--- src/rtl/spi_rb_pkg.sv ---
package spi_rb_pkg;
   typedef enum logic {SDO_IDLE_LOW, SDO_IDLE_HIZ} sdo_idle_e;

   function automatic int frame_bits(input int aw, input int dw);
      return 2 + aw + dw;
   endfunction
endpackage

--- src/rtl/spi_rb_edges.sv ---
module spi_rb_edges (
   input  logic clk,
   input  logic rst_n,
   input  logic sck,
   input  logic csn,
   output logic sck_rise,
   output logic sck_fall,
   output logic csn_rise
);
   logic sck_q, csn_q;

   always_ff @(posedge clk or negedge rst_n) begin
      if (!rst_n) begin
         sck_q <= 1'b0;
         csn_q <= 1'b1;
      end else begin
         sck_q <= sck;
         csn_q <= csn;
      end
   end

   assign sck_rise = sck & ~sck_q & ~csn;
   assign sck_fall = ~sck & sck_q & ~csn;
   assign csn_rise = csn & ~csn_q;
endmodule

--- src/rtl/spi_rb_frame.sv ---
module spi_rb_frame #(
   parameter int ADDR_W = 6,
   parameter int DATA_W = 8,
   localparam int FL = spi_rb_pkg::frame_bits(ADDR_W, DATA_W),
   localparam int HL = 2 + ADDR_W,
   localparam int CW = $clog2(FL + 1)
) (
   input  logic              clk,
   input  logic              rst_n,
   input  logic              csn,
   input  logic              sdi,
   input  logic              sck_rise,
   input  logic              csn_rise,
   output logic [CW-1:0]     bit_cnt,
   output logic              hdr_rd,
   output logic [ADDR_W-1:0] hdr_addr,
   output logic              wr_en,
   output logic [ADDR_W-1:0] wr_addr,
   output logic [DATA_W-1:0] wr_data
);
   logic [FL-1:0] shreg;

   always_ff @(posedge clk or negedge rst_n) begin
      if (!rst_n) begin
         bit_cnt <= '0;
         shreg   <= '0;
      end else if (csn) begin
         bit_cnt <= '0;
      end else if (sck_rise && (bit_cnt < CW'(FL))) begin
         shreg   <= {shreg[FL-2:0], sdi};
         bit_cnt <= bit_cnt + 1'b1;
      end
   end

   // header view: valid once HL bits have arrived
   assign hdr_rd   = shreg[HL-1];
   assign hdr_addr = shreg[ADDR_W-1:0];

   // commit view: valid once the full frame has arrived
   assign wr_en   = csn_rise && (bit_cnt == CW'(FL)) && !shreg[FL-1];
   assign wr_addr = shreg[DATA_W+ADDR_W-1:DATA_W];
   assign wr_data = shreg[DATA_W-1:0];
endmodule

--- src/rtl/spi_rb_tx.sv ---
module spi_rb_tx #(
   parameter int DATA_W = 8,
   parameter int HL     = 8,
   parameter int FL     = 16,
   parameter int CW     = 5
) (
   input  logic              clk,
   input  logic              rst_n,
   input  logic              csn,
   input  logic              sck_fall,
   input  logic [CW-1:0]     bit_cnt,
   input  logic              hdr_rd,
   input  logic [DATA_W-1:0] rd_data,
   output logic              tx_act,
   output logic              tx_bit
);
   logic [DATA_W-1:0] txsh;

   always_ff @(posedge clk or negedge rst_n) begin
      if (!rst_n) begin
         txsh   <= '0;
         tx_act <= 1'b0;
      end else if (csn) begin
         tx_act <= 1'b0;
      end else if (sck_fall) begin
         if (bit_cnt == CW'(HL) && hdr_rd) begin
            txsh   <= rd_data;
            tx_act <= 1'b1;
         end else if (bit_cnt >= CW'(FL)) begin
            tx_act <= 1'b0;
         end else if (tx_act) begin
            txsh <= {txsh[DATA_W-2:0], 1'b0};
         end
      end
   end

   assign tx_bit = txsh[DATA_W-1];
endmodule

--- src/rtl/spi_rb_regfile.sv ---
module spi_rb_regfile #(
   parameter int ADDR_W   = 6,
   parameter int DATA_W   = 8,
   parameter int NUM_REGS = 64
) (
   input  logic              clk,
   input  logic              rst_n,
   input  logic              s_we,
   input  logic [ADDR_W-1:0] s_waddr,
   input  logic [DATA_W-1:0] s_wdata,
   input  logic              p_we,
   input  logic [ADDR_W-1:0] p_addr,
   input  logic [DATA_W-1:0] p_wdata,
   input  logic [ADDR_W-1:0] s_raddr,
   output logic [DATA_W-1:0] s_rdata,
   output logic [DATA_W-1:0] p_rdata
);
   logic [DATA_W-1:0] regs [NUM_REGS];

   for (genvar i = 0; i < NUM_REGS; i++) begin : g_reg
      always_ff @(posedge clk or negedge rst_n) begin
         if (!rst_n)
            regs[i] <= '0;
         else if (s_we && s_waddr == ADDR_W'(i))
            regs[i] <= s_wdata;   // serial commit wins a same-cycle clash
         else if (p_we && p_addr == ADDR_W'(i))
            regs[i] <= p_wdata;
      end
   end

   always_comb begin
      s_rdata = '0;
      p_rdata = '0;
      for (int k = 0; k < NUM_REGS; k++) begin
         if (s_raddr == ADDR_W'(k)) s_rdata = regs[k];
         if (p_addr  == ADDR_W'(k)) p_rdata = regs[k];
      end
   end
endmodule

--- src/rtl/spi_regbank_slave.sv ---
module spi_regbank_slave #(
   parameter int ADDR_W   = 6,
   parameter int DATA_W   = 8,
   parameter int NUM_REGS = 64,
   parameter spi_rb_pkg::sdo_idle_e IDLE_MODE = spi_rb_pkg::SDO_IDLE_LOW
) (
   input  logic              clk,
   input  logic              rst_n,
   input  logic              csn,
   input  logic              sck,
   input  logic              sdi,
   output logic              sdo,
   input  logic              par_we,
   input  logic [ADDR_W-1:0] par_addr,
   input  logic [DATA_W-1:0] par_wdata,
   output logic [DATA_W-1:0] par_rdata
);
   localparam int FL = spi_rb_pkg::frame_bits(ADDR_W, DATA_W);
   localparam int HL = 2 + ADDR_W;
   localparam int CW = $clog2(FL + 1);

   if (NUM_REGS < 1 || NUM_REGS > (1 << ADDR_W)) begin : g_bad_depth
      initial $fatal(1, "NUM_REGS must be in 1..2**ADDR_W");
   end
   if (DATA_W < 2 || ADDR_W < 1) begin : g_bad_width
      initial $fatal(1, "DATA_W must be >= 2 and ADDR_W >= 1");
   end

   logic              sck_rise, sck_fall, csn_rise;
   logic [CW-1:0]     bit_cnt;
   logic              hdr_rd, wr_en, tx_act, tx_bit;
   logic [ADDR_W-1:0] hdr_addr, wr_addr;
   logic [DATA_W-1:0] wr_data, rd_data;

   spi_rb_edges u_edges (
      .clk(clk), .rst_n(rst_n), .sck(sck), .csn(csn),
      .sck_rise(sck_rise), .sck_fall(sck_fall), .csn_rise(csn_rise)
   );

   spi_rb_frame #(.ADDR_W(ADDR_W), .DATA_W(DATA_W)) u_frame (
      .clk(clk), .rst_n(rst_n), .csn(csn), .sdi(sdi),
      .sck_rise(sck_rise), .csn_rise(csn_rise),
      .bit_cnt(bit_cnt), .hdr_rd(hdr_rd), .hdr_addr(hdr_addr),
      .wr_en(wr_en), .wr_addr(wr_addr), .wr_data(wr_data)
   );

   spi_rb_regfile #(.ADDR_W(ADDR_W), .DATA_W(DATA_W), .NUM_REGS(NUM_REGS)) u_regs (
      .clk(clk), .rst_n(rst_n),
      .s_we(wr_en), .s_waddr(wr_addr), .s_wdata(wr_data),
      .p_we(par_we), .p_addr(par_addr), .p_wdata(par_wdata),
      .s_raddr(hdr_addr), .s_rdata(rd_data), .p_rdata(par_rdata)
   );

   spi_rb_tx #(.DATA_W(DATA_W), .HL(HL), .FL(FL), .CW(CW)) u_tx (
      .clk(clk), .rst_n(rst_n), .csn(csn), .sck_fall(sck_fall),
      .bit_cnt(bit_cnt), .hdr_rd(hdr_rd), .rd_data(rd_data),
      .tx_act(tx_act), .tx_bit(tx_bit)
   );

   if (IDLE_MODE == spi_rb_pkg::SDO_IDLE_HIZ) begin : g_sdo_hiz
      assign sdo = tx_act ? tx_bit : 1'bz;
   end else begin : g_sdo_low
      assign sdo = tx_act & tx_bit;
   end
endmodule

--- config.mk ---
export PLATFORM = sky130hd
export DESIGN_NAME = spi_regbank_slave
export DESIGN_NICKNAME = d
export VERILOG_FILES = /design/src/rtl/spi_rb_pkg.sv /design/src/rtl/spi_rb_edges.sv /design/src/rtl/spi_rb_frame.sv /design/src/rtl/spi_rb_tx.sv /design/src/rtl/spi_rb_regfile.sv /design/src/rtl/spi_regbank_slave.sv
export SDC_FILE = /design/constraint.sdc
export NUM_CORES = 2
export LEC_CHECK = 0
export ABC_CLOCK_PERIOD_IN_PS = 2550
export BUFFER_PORTS_ARGS = -buffer_cell sky130_fd_sc_hd__buf_2
export CORE_MARGIN = 10
export CORE_UTILIZATION = 51
export CTS_BUF_LIST = sky130_fd_sc_hd__clkbuf_8
export CTS_CLUSTER_DIAMETER = 120
export CTS_CLUSTER_SIZE = 25
export DETAILED_ROUTE_END_ITERATION = 12
export PLACE_DENSITY = 0.7
export SETUP_SLACK_MARGIN = 0.3
export SYNTH_ARGS = -nofsm -noshare
export SYNTH_HDL_FRONTEND = slang
export SYNTH_SLANG_ARGS = --single-unit
--- constraint.sdc ---
create_clock -name clk -period 2.55 [get_ports clk]
set_input_delay 0.255 -clock clk [delete_from_list [all_inputs] [get_ports clk]]
set_output_delay 0.255 -clock clk [all_outputs]
set_load 0.05 [all_outputs]
==> results.ini <==
[run_status]
run_status=finished, violations left
violated_checks=negative setup slack

[sta]
totalNegativeSetupSlack_ns=-11.37
final_min_period_over_clock_period_pct=145
fmax_mhz=270
final_worst_setup_slack_ns=-1.15
final.hold.worst_slack_ns=0.00523
slew_headroom_pct=0.506
fin_crit_ns=3.70
timing.final.setup_violations=19
timing_worst_slew_pin_value_ns=1.49
maxSlewViolCount=0
grt_setup_unrepaired=yes
fin_worst_skew_ns=0.0518
hold_viol_final=0

[synth]
synth_compound_gate_area_share_pct=22.4
share_of_synthesized_area_occupied_by_flip_flops_and_latches_pct=36.9
yosysWarningCount=0
mappedNetlistNets=4389
dominantRegCellSynth=dfrtp_1
async_reset_ff_share_pct=100
synth_top_family_by_area=compound AO/OA/AOI/OAI gates
syn-mean-instance-area_um2=8.44
synth.mux.area_fraction_pct=18.6
synthesis.instances=4367
post_synth_instance_area_mm2=0.0369
number_of_enable_type_register_cells_in_the_synthesized_netlist=0
synth_simple_gate_area_share_pct=17.0
synthXorXnorAreaFrac_pct=0.0679
ys_ff_latch=544
yosys.cell_types.count=94
share_of_synthesized_cell_area_in_full_adder_half_adder_and_majority_cells_pct=0.0679

[grt]
grt_pass1_wl_mm=291
grt.total_usage_pct=47.7
antenna_violations_before_repair=11
grt_pass1_vias=40400
grt_start_max_net_pins=65
overflow=0

[layout]
finish.net_count=5173
post_layout_nonfiller_instances=6122
syn_to_final_growth_pct=40.2
seqCellArea_mm2=0.0137
layout.filler_cells=5267
multi_input_area_mm2=0.0254
drive_above_1_share_pct=36.8

[placed_design]
place.detailed.hpwl_mm=152
gp_congestion=1.12
placed_cells_incl_taps=5939
port-buffer-count=28

[floorplanning]
die-height_um=289
chipWidth_um=289
pin_count=29
core_mm2=0.0716
die_area_mm2=0.0834
num_rows=98
start_util_pct=51.5

[clock_network]
clock_insertion_delay_worst_skew_ns=0.80
cts.sink_count=544
ctsLongestPathBuffers=3
tritoncts.num_buffers=26
clkTransAtPathRegs_ns=0.18
h-tree-depth=1
cts_root_buffer=clkbuf_8
cts_tree=done

[run]
maxCapViolCount=0

[drt]
avgRoutedWirePerCell_um=35.3
via_per_inst=7.22
number_of_detailed_routing_iterations_run_before_antenna_repair=9
final_routed_wirelength_mm=216
detailedRoute.firstIterationViolations=8013
antenna_left=0
route.detailed.drc=0
routed-via-count=44200

[setup_path]
setup_crit_path_kind=reg2out
cpPeakStageDelay_ns=0.51
slowest_stage=dfrtp_2
timing.rr.end=u_tx.txsh[3]
data_arrival_time_of_the_worst_path_ns=3.44
critical_path.startpoint_type=flop
end_kind=output port
required_ns=2.30
critical_path.most_common_cell=buf_6
setup.reg_to_reg.worst_slack_ns=-0.68
register_to_register_path_depth=15
timing.critical_path.fanout_max=3
crit_chain=mux4_2 > a32oi_2 > o221ai_2 > and4b_1 > o31ai_4 > a21oi_2 > buf_4 > o21ai_4 > buf_6 > a31oi_4 > buf_6
reg2reg_from=u_frame.shreg[3]

[worst_hold_path]
hp-class=in2async

[power_and_ir_drop]
power.static_leakage_uw=0.0230
irDropWorstVdd_uv=1020
power-per-cell-area_mw_per_mm2=610

## critical path, delay by kind of cell (launching register included)
| family | cells | cell delay [ns] |
|---|---|---|
| flops | 1 | 0.51 |
| buf+inv | 3 | 0.48 |
| compound gates | 6 | 0.94 |
| simple gates | 1 | 0.24 |
| mux | 1 | 0.49 |
## layer usage
layer  up-vias  global-route usage (%)  share of wire (%)
met5         -                       0               0.10
met2      4336                    66.0                 39
li1      17600                       -                  -
met1     21200                    64.1                 36
met4        15                    23.4                7.2
met3      1073                    18.6                 17
## power breakdown
group	leakage (uW)	switching, uW	internal [uW]
clock network	0.000265	3100	1040
logic	0.0155	9570	6090
registers	0.00720	1910	9800
## area by class of cell
class,instances,share of cell area (%)
Timing Repair Buffer,1159,21.1
Inverter,23,0.167
Multi-Input combinational cell,3397,49.1
Clock inverter,13,0.140
Sequential cell,544,26.4
Clock buffer,28,0.746
Tap cell,950,2.30
Antenna cell,8,0.0387
## through the flow
step / total power [uW] / worst slack, ns / area [um^2] / utilization, %
floorplan: 16100 / -0.103 / 37200 / -
global placement: 23200 / -1.24 / 45300 / 63.3
detailed placement: 23400 / -1.22 / 45300 / 63.3
CTS: 29000 / -1.09 / 48400 / 67.6
global route: 31700 / -1.15 / 51700 / 72.1
finish: 31500 / -1.15 / 51700 / 72.2
## flip-flops by register name (all words and copies together) (netlist names)
| register | flops |
|---|---|
| u_regs.regs | 512 |
| u_tx.tx_act | 1 |
| u_frame.bit_cnt | 5 |
| u_frame.shreg | 16 |
| u_tx.txsh | 8 |
| u_edges.csn_q | 1 |
| u_edges.sck_q | 1 |
## worst max path at each step
stage	from	end	slack [ns]	depth (start not counted)
floorplan	par_addr[2]	par_rdata[1]	-0.10	9
CTS	u_regs.regs[483]	par_rdata[3]	-1.09	11
global route	u_regs.regs[483]	par_rdata[3]	-1.15	11
finish	u_regs.regs[483]	par_rdata[3]	-1.15	11
global placement	par_addr[4]	par_rdata[2]	-1.24	15
detailed placement	par_addr[4]	par_rdata[2]	-1.22	15
## cells by family (layout without fill, tap and decap cells)
kind of cell,count (synthesis),after routing
adder cells (fa/ha/maj),2,2
AO/OA/AOI/OAI,1379,1379
other,0,8
multiplexers,663,663
buffers and inverters,430,1223
flip-flops,544,544
AND/OR/NAND/NOR,1347,1351
XOR/XNOR,2,2
## cell usage in the layout, fill, tap and decap left out, types with 16 or more instances in the layout
cell,count
nand2_2,18
nand4_1,21
o21ai_1,36
a32oi_1,17
a22oi_1,56
mux2i_1,586
nor2_4,138
buf_8,18
nor2b_1,20
nor2_2,70
inv_1,28
nand2_4,17
mux2_2,51
o221ai_1,25
a221oi_1,20
nor2_1,523
o21ai_0,139
a21oi_1,587
buf_12,123
nand3_1,75
dfrtp_1,523
buf_6,88
a211oi_1,19
a21oi_2,93
buf_4,896
nand2b_1,17
nand2_1,182
clkbuf_8,29
nand2_8,25
o22ai_1,72
o31ai_1,16
a31oi_1,31
nor3_1,55
o211ai_1,26
## cells in the mapped netlist (12+ instances only)
| cell | number | area share (%) |
|---|---|---|
| o221ai_1 | 32 | 0.76 |
| o21ai_1 | 39 | 0.53 |
| a31oi_1 | 41 | 0.70 |
| mux2_2 | 54 | 1.6 |
| nor4_1 | 15 | 0.25 |
| a22oi_1 | 65 | 1.3 |
| a2111oi_0 | 12 | 0.29 |
| inv_1 | 22 | 0.22 |
| dfrtp_1 | 543 | 37 |
| a221oi_1 | 32 | 0.76 |
| nor2_2 | 32 | 0.54 |
| o2111ai_1 | 20 | 0.48 |
| nor2_1 | 694 | 7.1 |
| buf_1 | 58 | 0.59 |
| nand3_1 | 93 | 1.3 |
| nand2_1 | 237 | 2.4 |
| or3_1 | 18 | 0.31 |
| buf_4 | 13 | 0.26 |
| nand2b_1 | 23 | 0.39 |
| clkbuf_1 | 236 | 2.4 |
| o31ai_1 | 22 | 0.45 |
| o22ai_1 | 91 | 1.5 |
| buf_2 | 94 | 1.3 |
| nor2b_1 | 26 | 0.44 |
| o211ai_1 | 26 | 0.53 |
| a32oi_1 | 23 | 0.55 |
| mux2i_1 | 588 | 16 |
| o21ai_0 | 155 | 2.1 |
| a211oi_1 | 28 | 0.57 |
| nand4_1 | 21 | 0.36 |
| a21oi_1 | 690 | 9.4 |
| nor3_1 | 74 | 1.0 |
## timing repair
item,CTS,global route
hold endpoints to repair,381,0
cloned,2,23
resized for setup,440,606
setup endpoints to repair,414,451
hold buffers,5,0
buffers inserted,64,40
pin swaps,120,93
(Power assumes the default switching activity.)
